===== src/rtl/sio_cfg_pkg.sv =====
package sio_cfg_pkg;
  localparam int BYTE_W = 8;
  localparam int ADDR_W = 16;

  localparam logic [BYTE_W-1:0] KEY_OPEN     = 8'h87;
  localparam logic [BYTE_W-1:0] KEY_CLOSE    = 8'hAA;
  localparam logic [BYTE_W-1:0] LOCKED_VALUE = 8'hFF;

  localparam logic [BYTE_W-1:0] IX_SELECT   = 8'h07;
  localparam logic [BYTE_W-1:0] IX_DEVID_HI = 8'h20;
  localparam logic [BYTE_W-1:0] IX_DEVID_LO = 8'h21;
  localparam logic [BYTE_W-1:0] IX_REVISION = 8'h22;
  localparam logic [BYTE_W-1:0] IX_MFR_HI   = 8'h23;
  localparam logic [BYTE_W-1:0] IX_MFR_LO   = 8'h24;
  localparam logic [BYTE_W-1:0] IX_ENABLE   = 8'h30;
  localparam logic [BYTE_W-1:0] IX_BASE_HI  = 8'h60;
  localparam logic [BYTE_W-1:0] IX_BASE_LO  = 8'h61;
  localparam logic [3:0]        PASS_WINDOW = 4'hF;

  typedef enum logic [1:0] {
    KS_LOCKED = 2'd0,
    KS_ARMED  = 2'd1,
    KS_OPEN   = 2'd2
  } key_state_e;
endpackage


===== src/rtl/sio_cfg_keyfsm.sv =====
module sio_cfg_keyfsm
  import sio_cfg_pkg::*;
(
  input  logic              clk,
  input  logic              rst_n,
  input  logic              idx_wr,
  input  logic [BYTE_W-1:0] wdata,
  output logic              unlocked,
  output logic              load_index
);
  key_state_e state_q, state_d;

  always_comb begin
    state_d = state_q;
    if (idx_wr) begin
      unique case (state_q)
        KS_LOCKED: state_d = (wdata == KEY_OPEN) ? KS_ARMED : KS_LOCKED;
        KS_ARMED:  state_d = (wdata == KEY_OPEN) ? KS_OPEN  : KS_LOCKED;
        KS_OPEN:   state_d = (wdata == KEY_CLOSE) ? KS_LOCKED : KS_OPEN;
        default:   state_d = KS_LOCKED;
      endcase
    end
  end

  always_ff @(posedge clk) begin
    if (!rst_n) state_q <= KS_LOCKED;
    else        state_q <= state_d;
  end

  assign unlocked   = (state_q == KS_OPEN);
  assign load_index = idx_wr && (state_q == KS_OPEN) && (wdata != KEY_CLOSE);
endmodule


===== src/rtl/sio_cfg_ldbank.sv =====
module sio_cfg_ldbank
  import sio_cfg_pkg::*;
#(
  parameter int NUM_DEV = 4
) (
  input  logic                       clk,
  input  logic                       rst_n,
  input  logic                       wr_en,
  input  logic [BYTE_W-1:0]          sel,
  input  logic [BYTE_W-1:0]          index,
  input  logic [BYTE_W-1:0]          wdata,
  output logic [NUM_DEV-1:0]         en_o,
  output logic [NUM_DEV*ADDR_W-1:0]  base_o,
  output logic [BYTE_W-1:0]          rd_o
);
  localparam int HI_OFS = ADDR_W - BYTE_W;

  logic [NUM_DEV-1:0]        en_q;
  logic [NUM_DEV*ADDR_W-1:0] base_q;

  always_ff @(posedge clk) begin
    if (!rst_n) begin
      en_q   <= '0;
      base_q <= '0;
    end else if (wr_en) begin
      for (int i = 0; i < NUM_DEV; i++) begin
        if (sel == BYTE_W'(i)) begin
          unique case (index)
            IX_ENABLE:  en_q[i] <= wdata[0];
            IX_BASE_HI: base_q[i*ADDR_W+HI_OFS +: BYTE_W] <= wdata;
            IX_BASE_LO: base_q[i*ADDR_W +: BYTE_W] <= wdata;
            default: ;
          endcase
        end
      end
    end
  end

  always_comb begin
    rd_o = '0;
    for (int i = 0; i < NUM_DEV; i++) begin
      if (sel == BYTE_W'(i)) begin
        unique case (index)
          IX_ENABLE:  rd_o = {{(BYTE_W-1){1'b0}}, en_q[i]};
          IX_BASE_HI: rd_o = base_q[i*ADDR_W+HI_OFS +: BYTE_W];
          IX_BASE_LO: rd_o = base_q[i*ADDR_W +: BYTE_W];
          default:    rd_o = '0;
        endcase
      end
    end
  end

  for (genvar g = 0; g < NUM_DEV; g++) begin : g_out
    assign en_o[g]                    = en_q[g];
    assign base_o[g*ADDR_W +: ADDR_W] = base_q[g*ADDR_W +: ADDR_W];
  end
endmodule


===== src/rtl/sio_cfg_port.sv =====
module sio_cfg_port
  import sio_cfg_pkg::*;
#(
  parameter int          NUM_DEV = 4,
  parameter logic [15:0] DEV_ID  = 16'h0A31,
  parameter logic [7:0]  REV_ID  = 8'h12,
  parameter logic [15:0] MFR_ID  = 16'h1934
) (
  input  logic                      clk,
  input  logic                      rst_n,
  input  logic                      req_valid,
  output logic                      req_ready,
  input  logic                      req_write,
  input  logic                      req_port,
  input  logic [7:0]                req_wdata,
  output logic                      rsp_valid,
  input  logic                      rsp_ready,
  output logic [7:0]                rsp_data,
  output logic                      cfg_unlocked,
  output logic [7:0]                dev_sel,
  output logic [7:0]                reg_index,
  output logic                      dev_wr_stb,
  output logic [7:0]                dev_wr_data,
  input  logic [7:0]                dev_rd_data,
  output logic [NUM_DEV-1:0]        dev_enable,
  output logic [NUM_DEV*16-1:0]     dev_base
);
  logic              accept, idx_wr, data_wr, open_q, load_index;
  logic [BYTE_W-1:0] index_q, sel_q, bank_rd, data_rd, rd_val;
  logic              rsp_valid_q, stb_q;
  logic [BYTE_W-1:0] rsp_data_q, stb_data_q;

  assign req_ready = !rsp_valid_q || rsp_ready;
  assign accept    = req_valid && req_ready;
  assign idx_wr    = accept && req_write && !req_port;
  assign data_wr   = accept && req_write && req_port && open_q;

  sio_cfg_keyfsm u_key (
    .clk        (clk),
    .rst_n      (rst_n),
    .idx_wr     (idx_wr),
    .wdata      (req_wdata),
    .unlocked   (open_q),
    .load_index (load_index)
  );

  sio_cfg_ldbank #(.NUM_DEV(NUM_DEV)) u_bank (
    .clk    (clk),
    .rst_n  (rst_n),
    .wr_en  (data_wr),
    .sel    (sel_q),
    .index  (index_q),
    .wdata  (req_wdata),
    .en_o   (dev_enable),
    .base_o (dev_base),
    .rd_o   (bank_rd)
  );

  always_ff @(posedge clk) begin
    if (!rst_n) begin
      index_q <= '0;
      sel_q   <= '0;
    end else begin
      if (load_index) index_q <= req_wdata;
      if (data_wr && index_q == IX_SELECT) sel_q <= req_wdata;
    end
  end

  always_comb begin
    if (index_q[7:4] == PASS_WINDOW) begin
      data_rd = dev_rd_data;
    end else begin
      unique case (index_q)
        IX_SELECT:   data_rd = sel_q;
        IX_DEVID_HI: data_rd = DEV_ID[15:8];
        IX_DEVID_LO: data_rd = DEV_ID[7:0];
        IX_REVISION: data_rd = REV_ID;
        IX_MFR_HI:   data_rd = MFR_ID[15:8];
        IX_MFR_LO:   data_rd = MFR_ID[7:0];
        default:     data_rd = bank_rd;
      endcase
    end
  end

  always_comb begin
    if (!open_q)       rd_val = LOCKED_VALUE;
    else if (req_port) rd_val = data_rd;
    else               rd_val = index_q;
  end

  always_ff @(posedge clk) begin
    if (!rst_n) begin
      rsp_valid_q <= 1'b0;
      rsp_data_q  <= '0;
      stb_q       <= 1'b0;
      stb_data_q  <= '0;
    end else begin
      if (accept && !req_write) begin
        rsp_valid_q <= 1'b1;
        rsp_data_q  <= rd_val;
      end else if (rsp_ready) begin
        rsp_valid_q <= 1'b0;
      end
      stb_q <= data_wr && (index_q[7:4] == PASS_WINDOW);
      if (data_wr && (index_q[7:4] == PASS_WINDOW)) stb_data_q <= req_wdata;
    end
  end

  assign rsp_valid    = rsp_valid_q;
  assign rsp_data     = rsp_data_q;
  assign cfg_unlocked = open_q;
  assign dev_sel      = sel_q;
  assign reg_index    = index_q;
  assign dev_wr_stb   = stb_q;
  assign dev_wr_data  = stb_data_q;
endmodule


===== config.mk =====
export PLATFORM = sky130hd
export DESIGN_NAME = sio_cfg_port
export DESIGN_NICKNAME = d
export VERILOG_FILES = /design/src/rtl/sio_cfg_pkg.sv /design/src/rtl/sio_cfg_keyfsm.sv /design/src/rtl/sio_cfg_ldbank.sv /design/src/rtl/sio_cfg_port.sv
export SDC_FILE = /design/constraint.sdc
export NUM_CORES = 1
export LEC_CHECK = 0
export BUFFER_PORTS_ARGS = -buffer_cell sky130_fd_sc_hd__buf_2
export CAP_MARGIN = 20
export CORE_MARGIN = 4
export CORE_UTILIZATION = 54
export DETAILED_ROUTE_END_ITERATION = 8
export GPL_TIMING_DRIVEN = 0
export PLACE_DENSITY = 0.8
export SLEW_MARGIN = 10
export SYNTH_ARGS = -nofsm -noshare
export SYNTH_HDL_FRONTEND = slang
export SYNTH_SLANG_ARGS = --single-unit

===== constraint.sdc =====
create_clock -name clk -period 2.28 [get_ports clk]
set_input_delay 0.228 -clock clk [delete_from_list [all_inputs] [get_ports clk]]
set_output_delay 0.228 -clock clk [all_outputs]
set_load 0.01 [all_outputs]

### Word level (Yosys, flattened, before mapping)

Cells that the tools add are included.

* bitwise gates (word level): 0
* eq/ne operators: 18
* reductions and logical operators: 29
* multipliers: 0
* muxes and demuxes: 18
* shifts and indexed selects: 0
* divide/modulo/power cells: 0
* magnitude comparators: 0
* add/subtract/negate cells: 0

Operator list (count)
* $pmux W8 S3: 4
* $mux W8: 7
* $eq A8 B6 Y1 const B: 6
* $pmux W8 S6: 1
* $reduce_and A3 Y1: 12
* $eq A8 B2 Y1 const B: 2
* $eq A8 B7 Y1 const B: 2
* $eq A8 B8 Y1 const B: 2
* $logic_and A1 B1 Y1: 10
* $eq A8 B1 Y1 const B: 1
* $eq A8 B3 Y1 const B: 1
* $logic_not A8 Y1: 1
* $ne A8 B8 Y1 const B: 1
* $pmux W2 S3: 1
* $eq A4 B4 Y1 const B: 1
* $mux W2: 2
* $logic_not A1 Y1: 3
* $mux W1: 3
* $eq A2 B1 Y1 const B: 1
* $eq A2 B2 Y1 const B: 1
* $logic_not A2 Y1: 1
* $reduce_bool A2 Y1: 1
* $logic_or A1 B1 Y1: 1

* flip-flop bits (word level): 104
* memories: 0
* bits of input ports: 22
* word-level logic and storage cells: 84
* output and inout port bits: 104
* memory bits (read-only): 0
* bits in latches: 0
* bits in writable memories: 0

### Logic depth before layout (Yosys ltp)

Gate-level depths: netlist of the first run.

* word-level depth: 10
* mapped depth: 8
* mapped depth without buffers: 6

### Hierarchy

A second synthesis of the first run with hierarchy kept.

* cell total of the unflattened synthesis: 592
* area, all modules: 5429.0 µm²

Modules (own cells, without submodules)
* sio_cfg_ldbank: instances 1, seq. area each 1361.3 µm², area an instance 3477.1 µm², cells each 379
* sio_cfg_port: instances 1, seq. area each 680.7 µm², area an instance 1803.0 µm², cells each 198
* sio_cfg_keyfsm: instances 1, seq. area each 40.0 µm², area an instance 148.9 µm², cells each 15

### Worst setup path before layout of the first run

Ideal clock, no wire load.

* path kind: register to register
* start: register index_q[5], in the netlist reg_index[5]
* end: register rsp_data_q[2], in the netlist rsp_data[2]
* setup time: 0.088 ns
* cell stages (with the launch flop): 8
* setup slack: 0.179 ns
* buffers on the path: 2
* arrival time: 2.013 ns
* data required time: 2.192 ns
* clock period less this slack: 2.101 ns
* path through: dfxtp_1 -> buf_4 -> or3b_1 -> or4_1 -> buf_2 -> or2_1 -> nor3b_1 -> o32ai_2

* cells in the longest elaborated chain, start to end: 10

Ends and longest elaborated chain
* from (decl): line sio_cfg_port.sv:29 `logic [BYTE_W-1:0] index_q, sel_q, bank_rd, data_rd, rd_val;`
* from (signal assigned): line sio_cfg_port.sv:64 `if (load_index) index_q <= req_wdata;`
* $eq A8 B7 Y1 / $eq A8 B6 Y1 (equally long branches): line sio_cfg_ldbank.sv:43 `unique case (index)`
* $pmux W8 S3: line sio_cfg_ldbank.sv:43
* $mux W8 (4 in a row): line sio_cfg_ldbank.sv:42 `if (sel == BYTE_W'(i)) begin`
* $pmux W8 S6: line sio_cfg_port.sv:73 `unique case (index_q)`
* $mux W8 (*): line sio_cfg_port.sv:70 `if (index_q[7:4] == PASS_WINDOW) begin`
* $mux W8 (*): line sio_cfg_port.sv:87 `else if (req_port) rd_val = data_rd;`
* $mux W8 (*): line sio_cfg_port.sv:86 `if (!open_q) rd_val = LOCKED_VALUE;`
* to (signal assigned): line sio_cfg_port.sv:100 `rsp_data_q <= rd_val;`
* to (decl): line sio_cfg_port.sv:31 `logic [BYTE_W-1:0] rsp_data_q, stb_data_q;`

Mark *: on every way between the ends. The rest lies on a longest branch, timed or not.
A chain may end at the register's enable or synchronous reset.

### Worst setup path after layout of the first run

* start: register index_q[0], in the netlist reg_index[0]
* end: register rsp_data_q[2], in the netlist rsp_data[2]

* cells in the longest elaborated chain, start to end: 10

Ends and longest elaborated chain (line)
* $eq A8 B7 Y1 / $eq A8 B6 Y1 (equally long branches): sio_cfg_ldbank.sv:43
* $pmux W8 S3: sio_cfg_ldbank.sv:43
* $mux W8 (4 in a row): sio_cfg_ldbank.sv:42
* $pmux W8 S6 (*): sio_cfg_port.sv:73
* $mux W8 (*): sio_cfg_port.sv:70
* $mux W8 (*): sio_cfg_port.sv:87
* $mux W8 (*): sio_cfg_port.sv:86

Marks and branches as above.

==> metrics.csv, run 1 <==
metric;value;unit
status;finished, final reports clean;
Die H;108;um
total grt overflow;0;
WL met2;8.79;mm
die area;11700;um^2
final wirelength;19.2;mm
Clock Latency Late Sink;0.39;ns
nets;788;
initial drt markers;577;
most used cell, CP;buf_4;
register area;2080;um^2
final hold viol count;0;
Final HPWL DP;14.0;mm
largest net degree at the start of global routing;20;
syn nets;645;
Antenna Nets Post-Route;0;
PwrDens;494;nW/um^2
routed metal-1 wirelength;8.07;mm
FF-to-FF Start;reg_index[0];
Slowest cell on crit path;dfxtp_1;
FMAX;0.446;GHz
crit path time final;2.24;ns
Primary FF master, synth;dfxtp_1;
Clock Sinks;104;
antenna violations before repair;0;
# setup viols final;0;
port bufs;123;
Max H-tree Level;3;
Filler cells;830;
vias in the first global route;5190;
Starting Density;55.4;%
slowest stage delay, CP;0.35;ns
Post-Syn Area per Cell;8.70;um^2
CP max FO;10;
cell leakage power;2.46;nW
Placeable Area;9770;um^2
Clock Tree Root;clkbuf_8;
first-pass GRT wire length;29.4;mm
commonest non-fill, non-tap cell in the layout;nand2_1;
flop2flop setup slack;0.04;ns
Final Util;68.5;%
CTS tree;built;
number of max-cap violations;0;
Slew headroom;31.4;%
# rows;36;
Crit path required time;2.55;ns
Residual DRC;0;
GRT Resource Usage Total;33.1;%
Post-Synthesis Cells;623;
share of cells above drive strength 1;28.3;%
Setup crit end;rsp_data[2];
Post-synth EDFFs;0;
RePlAce Congestion;0.964;
area grow syn2layout;23.5;%
critical path depth;7;
IO Pins;126;
clk slew on worst S/H paths;0.11;ns
Met3 Wirelength;1.67;mm
n_diodes;0;
via count;5482;
Slew Limit Fails;0;
1st-pass router iterations;5;
Worst setup SP type;flop;
class of the most critical setup path;flop to flop;
Synth async-reset ratio;0;%
worst min path class;input port to flop;
reg2reg path depth;7;
Worst Setup SP;reg_index[0];
post-synthesis sequential area ratio;38.4;%
worst path cell trace;buf_2 -> buf_4 -> buf_4 -> mux2i_1 -> o31ai_2 -> a211oi_2 -> o32ai_2;
count of unique library cells instantiated by Yosys;64;
Num CTS Buffers;9;
Worst Path Buf+Inv;3;
most frequent cells in the layout;nand2_1 (131), buf_2 (129), dfxtp_1 (102), a21boi_0 (55), mux2i_1 (36);
Crit path arrival time;2.52;ns
delay-heaviest family, CP;buffers and inverters;
Max VDD drop;0.000288;V
Max Used Layer;met4;
Via density;6.06;
Longest Clk Path Bufs;2;
# hold bufs at CTS;0;
Worst Skew;0.0141;ns
actual slew at the worst max-slew pin;1.01;ns
Cell Area, Placed;6200;um^2
reg2reg end;rsp_data[2];
synth warn;0;
fin crit share;98.4;%
Final Cell Area;6690;um^2
Die Wd;108;um
drt wl/cell;21.2;um
CP endpoint kind;flop;
area of the multi-input gates;3230;um^2
Synth Register Bits;104;
mapped cell area;5420;um^2
==> through the flow <==
| step | setup slack (ns) | power [W] | hold slack, ns | std cells | TNS (ns) |
|---|---|---|---|---|---|
| floorplan | 0.179 | 0.00200 | 0.397 | 623 | 0 |
| global placement | -0.463 | 0.00209 | 0.456 | 879 | -4.44 |
| detailed placement | -0.434 | 0.00209 | 0.472 | 879 | -6.89 |
| CTS | -0.00936 | 0.00329 | 0.123 | 902 | -0.0230 |
| global route | -0.00262 | 0.00340 | 0.147 | 904 | -0.00262 |
| finish | 0.0359 | 0.00330 | 0.126 | 904 | 0 |
==> worst min path at each step <==
stage               slack (ns)                 to         startpoint  cells after the start
global placement          0.46  u_bank.base_o[25]  u_bank.base_o[25]                      2
floorplan                 0.40  u_bank.base_o[41]       req_wdata[1]                      2
CTS                       0.12  u_bank.base_o[44]       req_wdata[4]                      3
global route              0.15  u_bank.base_o[41]       req_wdata[1]                      3
finish                    0.13  u_bank.base_o[44]       req_wdata[4]                      3
detailed placement        0.47  u_bank.base_o[34]  u_bank.base_o[34]                      2
==> report_power, final <==
group / total (W) / internal (W) / leakage, nW / switching, W
sequential: 0.00184 / 0.00183 / 0.840 / 0.00000960
combinational: 0.000219 / 0.0000791 / 1.52 / 0.000140
clock: 0.00125 / 0.000529 / 0.103 / 0.000718
==> worst min-delay path, delay by kind of cell <==
family	cells	cell delay, ns
simple gates	1	0.10
mux	1	0.06
buf+inv	1	0.09
==> cell usage after synthesis (all sizes together), types with 2 or more instances <==
master	number	area share, %
nor3b	5	0.79
o21ai	16	1.5
buf	17	1.7
nand3b	2	0.28
and2	4	0.46
o311a	3	0.55
nor2	19	1.3
a21boi	65	9.0
o221ai	10	1.6
o21a	2	0.28
nor4b	4	0.92
or3	5	0.58
clkbuf	39	2.7
nor2b	34	3.9
a221o	3	0.55
a21oi	13	1.2
a22oi	2	0.28
mux2	5	1.0
a211o	3	0.48
a211oi	3	0.42
mux4	6	2.5
o311ai	2	0.32
dfxtp	104	38
a31oi	5	0.58
inv	7	0.48
nor4bb	2	0.37
o32ai	3	0.90
mux2i	36	6.6
nand4b	5	0.81
o211ai	3	0.42
nor3	13	1.5
nand4	3	0.35
o221a	3	0.62
nor4	12	2.6
nand2	131	9.1
xnor2	2	0.32
nand3	5	0.46
nand2b	3	0.35
o2bb2ai	3	0.48
o31a	2	0.32
or4	5	0.69
==> layer usage <==
metal | up-vias | GRT usage (%)
li1 | 2517 | -
met1 | 2625 | 45.7
met2 | 294 | 51.0
met3 | 46 | 5.73
met4 | 0 | 14.2
met5 | - | 0
==> cells by family (layout without fill, tap and decap cells) <==
group / Yosys count / count (layout) / synth area share [%]
AND/OR/NAND/NOR: 258 / 258 / 25.4
multiplexers: 47 / 47 / 10.2
XOR/XNOR: 2 / 2 / 0.323
AO/OA/AOI/OAI: 149 / 149 / 20.8
flip-flops: 104 / 104 / 38.4
buffers and inverters: 63 / 211 / 4.92
==> state kept, by name, summed over array words and instances, names as in the netlist <==
signal / cells
u_bank.base_o: 64
dev_sel: 8
dev_wr_data: 8
reg_index: 8
rsp_data: 8
u_bank.en_o: 4
u_key.state_q: 2
dev_wr_stb: 1
rsp_valid: 1
==> area by class of cell <==
class / count / area share [%]
Sequential cell: 104 / 31.2
Multi-Input combinational cell: 456 / 48.3
Timing Repair Buffer: 135 / 10.5
Tap cell: 133 / 2.49
Clock inverter: 7 / 1.33
Buffer: 53 / 3.91
Clock buffer: 9 / 1.85
Inverter: 7 / 0.393
==> what timing repair did <==
| item | CTS | global route |
|---|---|---|
| resized for setup | 15 | 38 |
| pin swaps | 4 | 5 |
| setup endpoints to repair | 79 | 83 |
| setup buffers | 7 | 5 |
Power figures use the tool's default switching activity.
==> inputs of run 2 (changes only) <==
- BUFFER_PORTS_ARGS: -buffer_cell sky130_fd_sc_hd__buf_2 -> -buffer_cell sky130_fd_sc_hd__clkbuf_2
- CORE_ASPECT_RATIO: not set -> 0.8
- SLEW_MARGIN: 10 -> not set
==> run 2 against run 1 <==
  * Non-clock buffer count shrank 6
  * Total power up 6.8%
  * Count of clock-buffer cells in the layout increased by 1
  * Combinational power hardly changed
  * Die area hardly changed
  * Global-route usage is 0.51 points lower
  * Clock power rose by 18%
  * Critical path depth up 1
  * Fmax decreased by 0.14%
  * Clock skew decreased by 0.0078 ns
  * Critical path type unchanged
==> metrics.csv, run 2 (same netlist as run 1, synthesis figures left out) <==
metric;value;unit;change
Worst Path Buf+Inv;3;;unchanged
Residual DRC;0;;unchanged
cell leakage power;2.39;nW;-3.1%
RePlAce Congestion;0.996;;+3.3%
FMAX;0.445;GHz;-0.14%
Crit path arrival time;2.52;ns;about the same
Starting Density;55.7;%;+0.26 points
switching portion of total power;24.8;%;-1.4 points
Placed Instances;882;;+0.34%
Via density;6.18;;+2.0%
initial drt markers;591;;+2.4%
number of max-cap violations;0;;unchanged
antenna violations before repair;0;;unchanged
drt wl/cell;21.6;um;+1.9%
die area;11700;um^2;about the same
Die H;97.6;um;-9.8%
first-pass GRT wire length;29.6;mm;+0.80%
largest net degree at the start of global routing;18;;-10%
# setup viols final;0;;unchanged
Num CTS Buffers;9;;unchanged
Int Pwr;0.00265;W;+8.9%
Filler cells;793;;-4.5%
Clock Tree Root;clkbuf_16;;
final wirelength;19.5;mm;+1.4%
Slowest cell on crit path;nor4b_4;;
post-route setup TNS;0;ns;unchanged
Worst setup SP type;flop;;
clk slew on worst S/H paths;0.07;ns;-0.04 ns
share of cells above drive strength 1;28.0;%;-0.26 points
Psw;0.000876;W;+0.95%
port bufs;123;;unchanged
commonest non-fill, non-tap cell in the layout;nand2_1;;
max FFs per register;64;;unchanged
Final HPWL DP;14.2;mm;+0.89%
# hold bufs at CTS;0;;unchanged
sequential power share;52.1;%;-3.5 points
total grt overflow;0;;unchanged
CP max FO;10;;unchanged
Worst Skew;0.00624;ns;-0.00783 ns
vias in the first global route;5282;;+1.8%
slowest stage delay, CP;0.47;ns;+0.12 ns
nets;782;;-0.76%
worst min path class;input port to flop;;
CP endpoint kind;flop;;
1st-pass router iterations;6;;+1
Slew headroom;39.2;%;+7.8 points
actual slew at the worst max-slew pin;0.912;ns;-0.103 ns
RSZ-0062 raised after global routing;yes;;
delay-heaviest family, CP;compound AO/OA/AOI/OAI gates;;
fin crit share;98.6;%;+0.14 points
Die Wd;120;um;+11%
Longest Clk Path Bufs;2;;unchanged
via count;5565;;+1.5%
IO Pins;126;;unchanged
most frequent cells in the layout;nand2_1 (130), clkbuf_2 (126), dfxtp_1 (104), a21boi_0 (57), mux2i_1 (36);;
non-filler cells, final;900;;-0.44%
Antenna Nets Post-Route;0;;unchanged
crit path time final;2.25;ns;+0.00316 ns
worst path cell trace;buf_2 -> nor4b_4 -> nand2_2 -> buf_6 -> clkbuf_4 -> o31ai_1 -> a211oi_2 -> o32ai_2;;
PwrDens;525;nW/um^2;+6.3%
area grow syn2layout;24.1;%;
Clock Power Share;41.7;%;+4.0 points
Slew Limit Fails;0;;unchanged
Clock Latency Late Sink;0.35;ns;-0.04 ns
Placeable Area;9730;um^2;-0.46%
Max H-tree Level;3;;unchanged
final hold viol count;0;;unchanged
Clock Sinks;104;;unchanged
# rows;32;;-11%
combinational fraction of design power;6.2;%;-0.4 points
class of the most critical setup path;flop to flop;;
Crit path required time;2.55;ns;about the same
Max VDD drop;0.000440;V;+53%
CTS tree;built;;
GRT Resource Usage Total;32.6;%;-0.51 points
n_diodes;0;;unchanged
status;finished, final reports clean;;
## run 2: power groups by stage
stage | logic (W) | registers, W | clock network [W]
after floorplan | 0.000111 | 0.00188 | 0
after global placement | 0.000207 | 0.00188 | 0
after detailed placement | 0.000210 | 0.00188 | 0
after CTS | 0.000211 | 0.00184 | 0.00147
after global routing | 0.000229 | 0.00184 | 0.00156
final | 0.000220 | 0.00184 | 0.00147
## run 2: tightest hold or removal path, delay by kind of cell
family	cells	cell delay [ns]
buffers and inverters	1	0.10
muxes	1	0.06
and+or+nand+nor	1	0.10
## run 2: per-layer routing
layer	GRT usage (%)	wire [um]	vias up
li1	-	-	2500
met1	46.8	8480	2649
met2	48.1	8390	371
met3	6.64	2040	45
met4	11.8	544	0
met5	0	0	-
## run 2: layout make-up
class	instances	area, um^2	area share [%]
sequential	104	2080	31.0
clock inverter	5	41.3	0.614
inverter	7	26.3	0.391
tap	136	170	2.53
clock buffer	10	229	3.40
multi-input combinational	456	3250	48.3
timing repair buffer	128	666	9.90
buffer	54	260	3.87
## run 2: through the flow
| stage | util, % | hold WS (ns) | power [W] | area, um^2 | setup slack [ns] |
|---|---|---|---|---|---|
| after floorplan | - | 0.397 | 0.00200 | 5420 | 0.179 |
| after global placement | 63.8 | 0.453 | 0.00209 | 6200 | -0.335 |
| after detailed placement | 63.8 | 0.467 | 0.00209 | 6200 | -0.350 |
| after CTS | 67.6 | 0.177 | 0.00352 | 6570 | 0.00469 |
| after global routing | 69.1 | 0.186 | 0.00363 | 6730 | -0.0306 |
| final | 69.1 | 0.178 | 0.00353 | 6730 | 0.0327 |
## run 2: path summary, 6_finish.rpt
path / cells past startpoint / end / from / slack (ns)
max: 8 / rsp_data[2] / reg_index[3] / 0.03
min reg2reg: 2 / u_bank.base_o[25] / u_bank.base_o[25] / 0.47
min: 3 / u_bank.base_o[44] / req_wdata[4] / 0.18
max reg2reg: 8 / rsp_data[2] / reg_index[3] / 0.03
## run 2: timing repair
action	in CTS	in global routing
endpoints found under the setup margin	44	72
resized for setup	14	37
endpoints found under the hold margin	0	0
pin swaps	2	5
setup buffers	3	2
